--- src/rtl/sysctl_pkg.sv ---
package sysctl_pkg;
   localparam int unsigned SYS_W        = 32;
   localparam int unsigned CODE_W       = 5;
   localparam int unsigned CODE_LO      = 2;
   localparam int unsigned SWI_LO       = 8;
   localparam int unsigned SWI_W        = 2;
   localparam int unsigned BD_BIT       = 31;
   localparam int unsigned ISO_BIT      = 16;
   localparam int unsigned IE_BIT       = 0;
   localparam logic [CODE_W-1:0] CODE_IRQ     = 5'd0;
   localparam logic [CODE_W-1:0] CODE_SYSCALL = 5'd8;
   localparam logic [CODE_W-1:0] CODE_BREAK   = 5'd9;

   typedef struct packed {
      logic              bd;
      logic [CODE_W-1:0] code;
      logic [SYS_W-1:0]  pc;
   } entry_t;
endpackage

--- src/rtl/sysctl_mode_stack.sv ---
module sysctl_mode_stack #(
   parameter int unsigned DATA_W  = 32,
   parameter int unsigned LEVELS  = 3,
   parameter logic [DATA_W-1:0] RST_VAL = '0
) (
   input  logic              clk,
   input  logic              rst_n,
   input  logic              push,
   input  logic              pop,
   input  logic              wr_en,
   input  logic [DATA_W-1:0] wr_data,
   output logic [DATA_W-1:0] status_q
);
   localparam int unsigned STK_W = 2 * LEVELS;

   generate
      if (LEVELS < 2) begin : g_bad_levels
         $error("sysctl_mode_stack: LEVELS must be at least 2");
      end
      if (STK_W > DATA_W) begin : g_bad_width
         $error("sysctl_mode_stack: stack wider than the register");
      end
   endgenerate

   logic [STK_W-1:0] pushed;
   logic [STK_W-1:0] popped;

   assign pushed[1:0] = 2'b00;
   assign popped[STK_W-1:STK_W-2] = status_q[STK_W-1:STK_W-2];

   generate
      for (genvar k = 1; k < LEVELS; k++) begin : g_push
         assign pushed[2*k+1:2*k] = status_q[2*k-1:2*k-2];
      end
      for (genvar k = 0; k < LEVELS - 1; k++) begin : g_pop
         assign popped[2*k+1:2*k] = status_q[2*k+3:2*k+2];
      end
   endgenerate

   always_ff @(posedge clk) begin
      if (!rst_n) begin
         status_q <= RST_VAL;
      end else if (push) begin
         status_q[STK_W-1:0] <= pushed;
      end else if (pop) begin
         status_q[STK_W-1:0] <= popped;
      end else if (wr_en) begin
         status_q <= wr_data;
      end
   end
endmodule

--- src/rtl/sysctl_cause_reg.sv ---
module sysctl_cause_reg #(
   parameter int unsigned DATA_W  = 32,
   parameter int unsigned CODE_LO = 2,
   parameter int unsigned CODE_W  = 5,
   parameter int unsigned SWI_LO  = 8,
   parameter int unsigned SWI_W   = 2,
   parameter int unsigned BD_BIT  = 31
) (
   input  logic              clk,
   input  logic              rst_n,
   input  logic              enter,
   input  logic [CODE_W-1:0] enter_code,
   input  logic              enter_bd,
   input  logic              wr_en,
   input  logic [DATA_W-1:0] wr_data,
   output logic [DATA_W-1:0] cause_q
);
   generate
      if (CODE_LO + CODE_W > SWI_LO) begin : g_bad_fields
         $error("sysctl_cause_reg: code field overlaps pending bits");
      end
      if (BD_BIT >= DATA_W || SWI_LO + SWI_W > BD_BIT) begin : g_bad_bd
         $error("sysctl_cause_reg: delay-slot bit misplaced");
      end
   endgenerate

   always_ff @(posedge clk) begin
      if (!rst_n) begin
         cause_q <= '0;
      end else if (enter) begin
         cause_q[CODE_LO +: CODE_W] <= enter_code;
         cause_q[BD_BIT]            <= enter_bd;
      end else if (wr_en) begin
         cause_q[SWI_LO +: SWI_W]   <= wr_data[SWI_LO +: SWI_W];
      end
   end
endmodule

--- src/rtl/sysctl_swint_detect.sv ---
module sysctl_swint_detect #(
   parameter int unsigned DATA_W = 32,
   parameter int unsigned SWI_LO = 8,
   parameter int unsigned SWI_W  = 2,
   parameter int unsigned IE_BIT = 0
) (
   input  logic              clk,
   input  logic              rst_n,
   input  logic              rearm,
   input  logic [DATA_W-1:0] status,
   input  logic [DATA_W-1:0] cause,
   output logic              fire
);
   logic             arm_q;
   logic [SWI_W-1:0] hit;

   always_ff @(posedge clk) begin
      if (!rst_n) arm_q <= 1'b0;
      else        arm_q <= rearm;
   end

   assign hit  = status[SWI_LO +: SWI_W] & cause[SWI_LO +: SWI_W];
   assign fire = arm_q & (|hit) & status[IE_BIT];
endmodule

--- src/rtl/sysctl_store_bank.sv ---
module sysctl_store_bank #(
   parameter int unsigned DATA_W = 32,
   parameter int unsigned COUNT  = 32,
   localparam int unsigned IDX_W = $clog2(COUNT)
) (
   input  logic              clk,
   input  logic              rst_n,
   input  logic              wr_en,
   input  logic [IDX_W-1:0]  wr_idx,
   input  logic [DATA_W-1:0] wr_data,
   input  logic [IDX_W-1:0]  rd_idx,
   output logic [DATA_W-1:0] rd_data
);
   logic [DATA_W-1:0] mem [COUNT];

   always_ff @(posedge clk) begin
      if (!rst_n) begin
         for (int i = 0; i < COUNT; i++) mem[i] <= '0;
      end else if (wr_en) begin
         mem[wr_idx] <= wr_data;
      end
   end

   assign rd_data = mem[rd_idx];
endmodule

--- src/rtl/sysctl_exc_ctrl.sv ---
module sysctl_exc_ctrl #(
   parameter int unsigned DATA_W     = 32,
   parameter int unsigned REG_COUNT  = 32,
   parameter int unsigned LEVELS     = 3,
   parameter int unsigned IDX_STATUS = 12,
   parameter int unsigned IDX_CAUSE  = 13,
   parameter int unsigned IDX_EPC    = 14,
   parameter logic [31:0] VECTOR_PC  = 32'h8000_0080,
   parameter bit          DELAY_ADJ  = 1'b1,
   localparam int unsigned IDX_W     = $clog2(REG_COUNT)
) (
   input  logic                   clk,
   input  logic                   rst_n,
   input  logic                   exc_req,
   input  logic [4:0]             exc_code,
   input  logic [31:0]            exc_pc,
   input  logic                   exc_in_delay,
   input  logic                   rfe,
   input  logic                   reg_wr,
   input  logic [4:0]             reg_widx,
   input  logic [31:0]            reg_wdata,
   input  logic [4:0]             reg_ridx,
   output logic [31:0]            reg_rdata,
   output logic                   redirect,
   output logic [31:0]            redirect_pc,
   output logic [31:0]            status,
   output logic                   cache_iso,
   output logic                   cache_iso_chg
);
   import sysctl_pkg::*;

   generate
      if (DATA_W != SYS_W) begin : g_bad_w
         $error("sysctl_exc_ctrl: DATA_W must equal the package word width");
      end
      if (IDX_W != 5) begin : g_bad_idx
         $error("sysctl_exc_ctrl: REG_COUNT must give five index bits");
      end
      if (IDX_STATUS >= REG_COUNT || IDX_CAUSE >= REG_COUNT || IDX_EPC >= REG_COUNT)
      begin : g_bad_map
         $error("sysctl_exc_ctrl: register index outside the bank");
      end
   endgenerate

   logic [DATA_W-1:0] status_q, cause_q, epc_q, bank_rd;
   logic sw_fire, sw_take, enter, rfe_ok, wr_ok;
   logic wr_status, wr_cause, wr_epc, wr_bank, rearm;
   entry_t ent;
   logic [DATA_W-1:0] epc_next;
   logic redirect_q, iso_chg_q;

   // priority: entry, then return, then register write
   assign sw_take   = sw_fire & ~exc_req;
   assign enter     = exc_req | sw_take;
   assign rfe_ok    = rfe & ~enter;
   assign wr_ok     = reg_wr & ~enter & ~rfe;
   assign wr_status = wr_ok && (reg_widx == IDX_W'(IDX_STATUS));
   assign wr_cause  = wr_ok && (reg_widx == IDX_W'(IDX_CAUSE));
   assign wr_epc    = wr_ok && (reg_widx == IDX_W'(IDX_EPC));
   assign wr_bank   = wr_ok & ~wr_status & ~wr_cause & ~wr_epc;
   assign rearm     = rfe_ok | wr_status | wr_cause;

   assign ent.bd   = exc_in_delay;
   assign ent.code = exc_req ? exc_code : CODE_IRQ;
   assign ent.pc   = exc_pc;

   generate
      if (DELAY_ADJ) begin : g_epc_adj
         assign epc_next = ent.bd ? (ent.pc - DATA_W'(4)) : ent.pc;
      end else begin : g_epc_raw
         assign epc_next = ent.pc;
      end
   endgenerate

   sysctl_mode_stack #(
      .DATA_W (DATA_W),
      .LEVELS (LEVELS),
      .RST_VAL('0)
   ) i_stack (
      .clk     (clk),
      .rst_n   (rst_n),
      .push    (enter),
      .pop     (rfe_ok),
      .wr_en   (wr_status),
      .wr_data (reg_wdata),
      .status_q(status_q)
   );

   sysctl_cause_reg #(
      .DATA_W (DATA_W),
      .CODE_LO(CODE_LO),
      .CODE_W (CODE_W),
      .SWI_LO (SWI_LO),
      .SWI_W  (SWI_W),
      .BD_BIT (BD_BIT)
   ) i_cause (
      .clk       (clk),
      .rst_n     (rst_n),
      .enter     (enter),
      .enter_code(ent.code),
      .enter_bd  (ent.bd),
      .wr_en     (wr_cause),
      .wr_data   (reg_wdata),
      .cause_q   (cause_q)
   );

   sysctl_swint_detect #(
      .DATA_W(DATA_W),
      .SWI_LO(SWI_LO),
      .SWI_W (SWI_W),
      .IE_BIT(IE_BIT)
   ) i_swint (
      .clk   (clk),
      .rst_n (rst_n),
      .rearm (rearm),
      .status(status_q),
      .cause (cause_q),
      .fire  (sw_fire)
   );

   sysctl_store_bank #(
      .DATA_W(DATA_W),
      .COUNT (REG_COUNT)
   ) i_bank (
      .clk    (clk),
      .rst_n  (rst_n),
      .wr_en  (wr_bank),
      .wr_idx (reg_widx),
      .wr_data(reg_wdata),
      .rd_idx (reg_ridx),
      .rd_data(bank_rd)
   );

   always_ff @(posedge clk) begin
      if (!rst_n) begin
         epc_q      <= '0;
         redirect_q <= 1'b0;
         iso_chg_q  <= 1'b0;
      end else begin
         redirect_q <= enter;
         iso_chg_q  <= wr_status & (reg_wdata[ISO_BIT] ^ status_q[ISO_BIT]);
         if (enter)       epc_q <= epc_next;
         else if (wr_epc) epc_q <= reg_wdata;
      end
   end

   always_comb begin
      if (reg_ridx == IDX_W'(IDX_STATUS))     reg_rdata = status_q;
      else if (reg_ridx == IDX_W'(IDX_CAUSE)) reg_rdata = cause_q;
      else if (reg_ridx == IDX_W'(IDX_EPC))   reg_rdata = epc_q;
      else                                    reg_rdata = bank_rd;
   end

   assign redirect      = redirect_q;
   assign redirect_pc   = VECTOR_PC;
   assign status        = status_q;
   assign cache_iso     = status_q[ISO_BIT];
   assign cache_iso_chg = iso_chg_q;
endmodule

--- config.mk ---
export PLATFORM = sky130hd
export DESIGN_NAME = sysctl_exc_ctrl
export DESIGN_NICKNAME = d
export VERILOG_FILES = /design/src/rtl/sysctl_pkg.sv /design/src/rtl/sysctl_mode_stack.sv /design/src/rtl/sysctl_cause_reg.sv /design/src/rtl/sysctl_swint_detect.sv /design/src/rtl/sysctl_store_bank.sv /design/src/rtl/sysctl_exc_ctrl.sv
export SDC_FILE = /design/constraint.sdc
export NUM_CORES = 2
export LEC_CHECK = 0
export ABC_AREA = 0
export BUFFER_PORTS_ARGS = -buffer_cell sky130_fd_sc_hd__buf_2
export CORE_MARGIN = 5
export CORE_UTILIZATION = 40
export CTS_BUF_LIST = sky130_fd_sc_hd__clkbuf_4
export DETAILED_ROUTE_END_ITERATION = 8
export MAX_ROUTING_LAYER = met4
export PLACE_DENSITY = 0.68
export SLEW_MARGIN = 40
export SYNTH_ARGS = -nofsm -noshare
export SYNTH_HDL_FRONTEND = slang
export SYNTH_SLANG_ARGS = --single-unit
export TNS_END_PERCENT = 1
--- constraint.sdc ---
create_clock -name clk -period 5.8 [get_ports clk]
set_clock_uncertainty 0.1 [all_clocks]
set_input_delay 0.58 -clock clk [delete_from_list [all_inputs] [get_ports clk]]
set_output_delay 0.58 -clock clk [all_outputs]
set_load 0.005 [all_outputs]
==> out/results.ini <==
[detailed_routing]
route.detailed.drc = 0
ant_nets = 0
num_vias = 32614
via_per_inst = 5.66
wire_per_inst_um = 26.9
routed_wl_mm = 155
drt-initial-drc-count = 4413
firstDrtPassIters = 7

[pwr]
power.total_mw = 17.3
powerDensity_mw_per_mm2 = 293
p_sw_mw = 4.20
vdd_ir_drop_max_uv = 270
p_int_mw = 13.1
swShare = 0.242
combPwrFrac = 0.089
leakagePower_nw = 21.5
p_seq_frac = 0.524
pwr-share-clk = 0.387

[placement]
post-place-ws_ns = 1.60
place_area_mm2 = 0.0539
dpl.cell_count = 5101
gp_congestion = 0.916
port-buffer-count = 151
hpwl_mm = 92.6

[job]
max-cap-violations = 0

[clock_tree]
path_clk_slew_ns = 0.06
cts.repair.resized = 0
cts_max_path_buffers = 4
tritoncts = yes
root_buffer = clkbuf_4
cts.sinks = 1099
cts_buffers = 297
clock_latency_ns = 1.21
htree_levels = 5

[yosys]
ys_seq_elements = 1099
ys_warn_count = 0
synthArstFlopShare = 0
ys_types = 59
synth_cells = 3415
syn_area_mm2 = 0.0505
synth_enable_flop_cells = 1024
synthFlopType = edfxtp_1
ys_seq_area_frac = 0.638
avgSynthCellArea_um2 = 14.8

[layout]
area_growth_pct = 17.2
fin_area_mm2 = 0.0592
stdcell_count = 5758
drive_above_1_share = 0.278
fillCellCount = 10793
final_util = 0.471
nets = 4002
multi_input_area_mm2 = 0.0176
seq_area_mm2 = 0.0323

[grt]
grt.total_usage = 0.238
grt_pass1_vias = 32567
antenna_found_initial = 9
grt.overflow.total = 0
grt_max_degree = 106
grt_pass1_wl_mm = 224

[floorplanning]
num_io_pins = 184
start_util = 0.402
coreArea_mm2 = 0.126
dieArea_mm2 = 0.134
dieHeight_um = 365
die_w_um = 365
num_rows = 130

[timing]
setup_tns_ns = 0
setup_viol = 0
tightest_slew_ns = 0.867
hold_violations = 0
rsz0062_at_grt = false
layout_min_cycle_time_ns = 4.22
holdWs_ns = 0.112
slew_violations = 0
max_slew_margin = 0.407
timing.fmax_mhz = 237
fin_crit_sh = 0.727
setup_ws_ns = 1.58

[critical_path]
arrival_ns = 3.54
end_kind = primary output
required_ns = 5.12
reg2reg_depth = 8
crit_path_start_kind = input port
cp_max_fo = 38
crit_type = input port to primary output

[hold_path]
hold_depth = 5
min_path_type = input port to register

[outcome]
status = complete, no violations

## registers in the layout (all words and copies together) (netlist names)
register          flops
i_bank.mem         1024
epc_q                32
i_stack.status_q     32
i_cause.cause_q       8
cache_iso_chg         1
i_swint.arm_q         1
redirect              1
## what timing repair did
action                                 4_1_cts  5_1_grt
endpoints found under the hold margin     1003        0
buffers inserted                             0        0
hold buffers                               165        0
## path summary, 6_finish.rpt
check                            start              endpoint  slack [ns]
hold reg to reg   i_stack.status_q[30]  i_stack.status_q[30]        0.40
setup / recovery           reg_ridx[0]          reg_rdata[2]        1.58
setup reg to reg   i_stack.status_q[8]     i_bank.mem[18][5]        2.27
hold / removal             reg_widx[3]   i_stack.status_q[5]        0.11
## per-layer routing
layer,up-vias,wire (um),track usage
met5,-,0,-
met4,0,4470,0.0845
met3,300,21400,0.0712
met2,2140,67500,0.342
met1,16520,61200,0.324
li1,13654,-,-
## Yosys cell counts, types with 4 or more instances
| cell type | number | area (um2) |
|---|---|---|
| a21oi_1 | 88 | 440 |
| mux4_2 | 268 | 6040 |
| mux2i_1 | 49 | 490 |
| edfxtp_1 | 1024 | 30700 |
| or2_2 | 7 | 43.8 |
| nor2_1 | 64 | 240 |
| buf_1 | 17 | 63.8 |
| or3_1 | 5 | 31.3 |
| buf_2 | 34 | 170 |
| nor3b_1 | 5 | 37.5 |
| buf_6 | 4 | 45.0 |
| mux2_2 | 39 | 439 |
| nand3_1 | 18 | 90.1 |
| o22ai_1 | 30 | 188 |
| inv_1 | 11 | 41.3 |
| nor4_1 | 6 | 37.5 |
| xnor2_1 | 22 | 193 |
| a221oi_1 | 8 | 70.1 |
| nor3_1 | 17 | 85.1 |
| and2_1 | 930 | 5820 |
| o32ai_1 | 7 | 61.3 |
| a211oi_1 | 54 | 405 |
| a2111oi_0 | 29 | 254 |
| buf_4 | 44 | 330 |
| nand2b_1 | 8 | 50.1 |
| o21ai_0 | 81 | 405 |
| nor2b_1 | 16 | 100 |
| dfxtp_1 | 75 | 1500 |
| clkbuf_1 | 265 | 995 |
| nand3b_1 | 6 | 45.0 |
| xor2_1 | 7 | 61.3 |
| a311oi_1 | 4 | 35.0 |
| nand2_1 | 117 | 439 |
| o2bb2ai_1 | 4 | 35.0 |
| o211ai_1 | 8 | 60.1 |
| nor4_2 | 7 | 87.6 |
## placed cells by master (no fill, tap or decap), types with 16 or more instances in the layout
cell type,netlist,routed
a2111oi_0,29,19
a211oi_1,54,54
a21oi_1,88,87
and2_1,930,930
buf_2,34,146
buf_4,44,104
clkbuf_4,0,445
clkinv_1,0,22
conb_1,2,128
dfxtp_1,75,75
dlygate4sd3_1,0,165
edfxtp_1,1024,1024
mux2_2,39,39
mux2i_1,49,49
mux4_2,268,268
nand2_1,117,116
nand3_1,18,17
nor2_1,64,36
nor2_2,0,22
nor2b_1,16,16
o21ai_0,81,56
o21ai_4,0,25
o22ai_1,30,30
xnor2_1,22,22
## power groups by stage
stage,logic [mW],clock network (mW),registers [mW]
3_5_place_dp,1.43,0,9.26
4_1_cts,1.51,6.81,9.09
2_1_floorplan,0.818,0,9.23
3_3_place_gp,1.39,0,9.25
6_report,1.54,6.70,9.09
5_1_grt,1.61,7.27,9.11
## cells by family (layout without fill, tap and decap cells)
family | after synthesis | after routing | share of synthesized area
mux | 356 | 356 | 0.138
xor+xnor | 29 | 29 | 0.00503
flops | 1099 | 1099 | 0.638
fa+ha+maj | 1 | 1 | 0.000248
buf+inv | 377 | 932 | 0.0327
compound gates | 319 | 319 | 0.0397
other cells | 2 | 140 | 0.000149
simple gates | 1232 | 1232 | 0.146
## worst max-delay path, stage by stage
cell	delay, ns
buf_8	0.27
buf_16	0.31
buf_12	0.27
buf_12	0.32
nand2b_2	0.28
o21ai_0	0.11
a221oi_1	0.52
nand2_1	0.12
a211oi_1	0.45
buf_2	0.20
## layout make-up
type,instances,area share
clock inverters,34,0.00311
repair buffers,441,0.0622
multi-input cells,2065,0.297
inverters,12,0.000803
flip-flops and latches,1099,0.545
diodes,12,0.000507
well taps,1650,0.0349
clock buffers,445,0.0564
No activity file was read; power rests on OpenSTA's default activity.
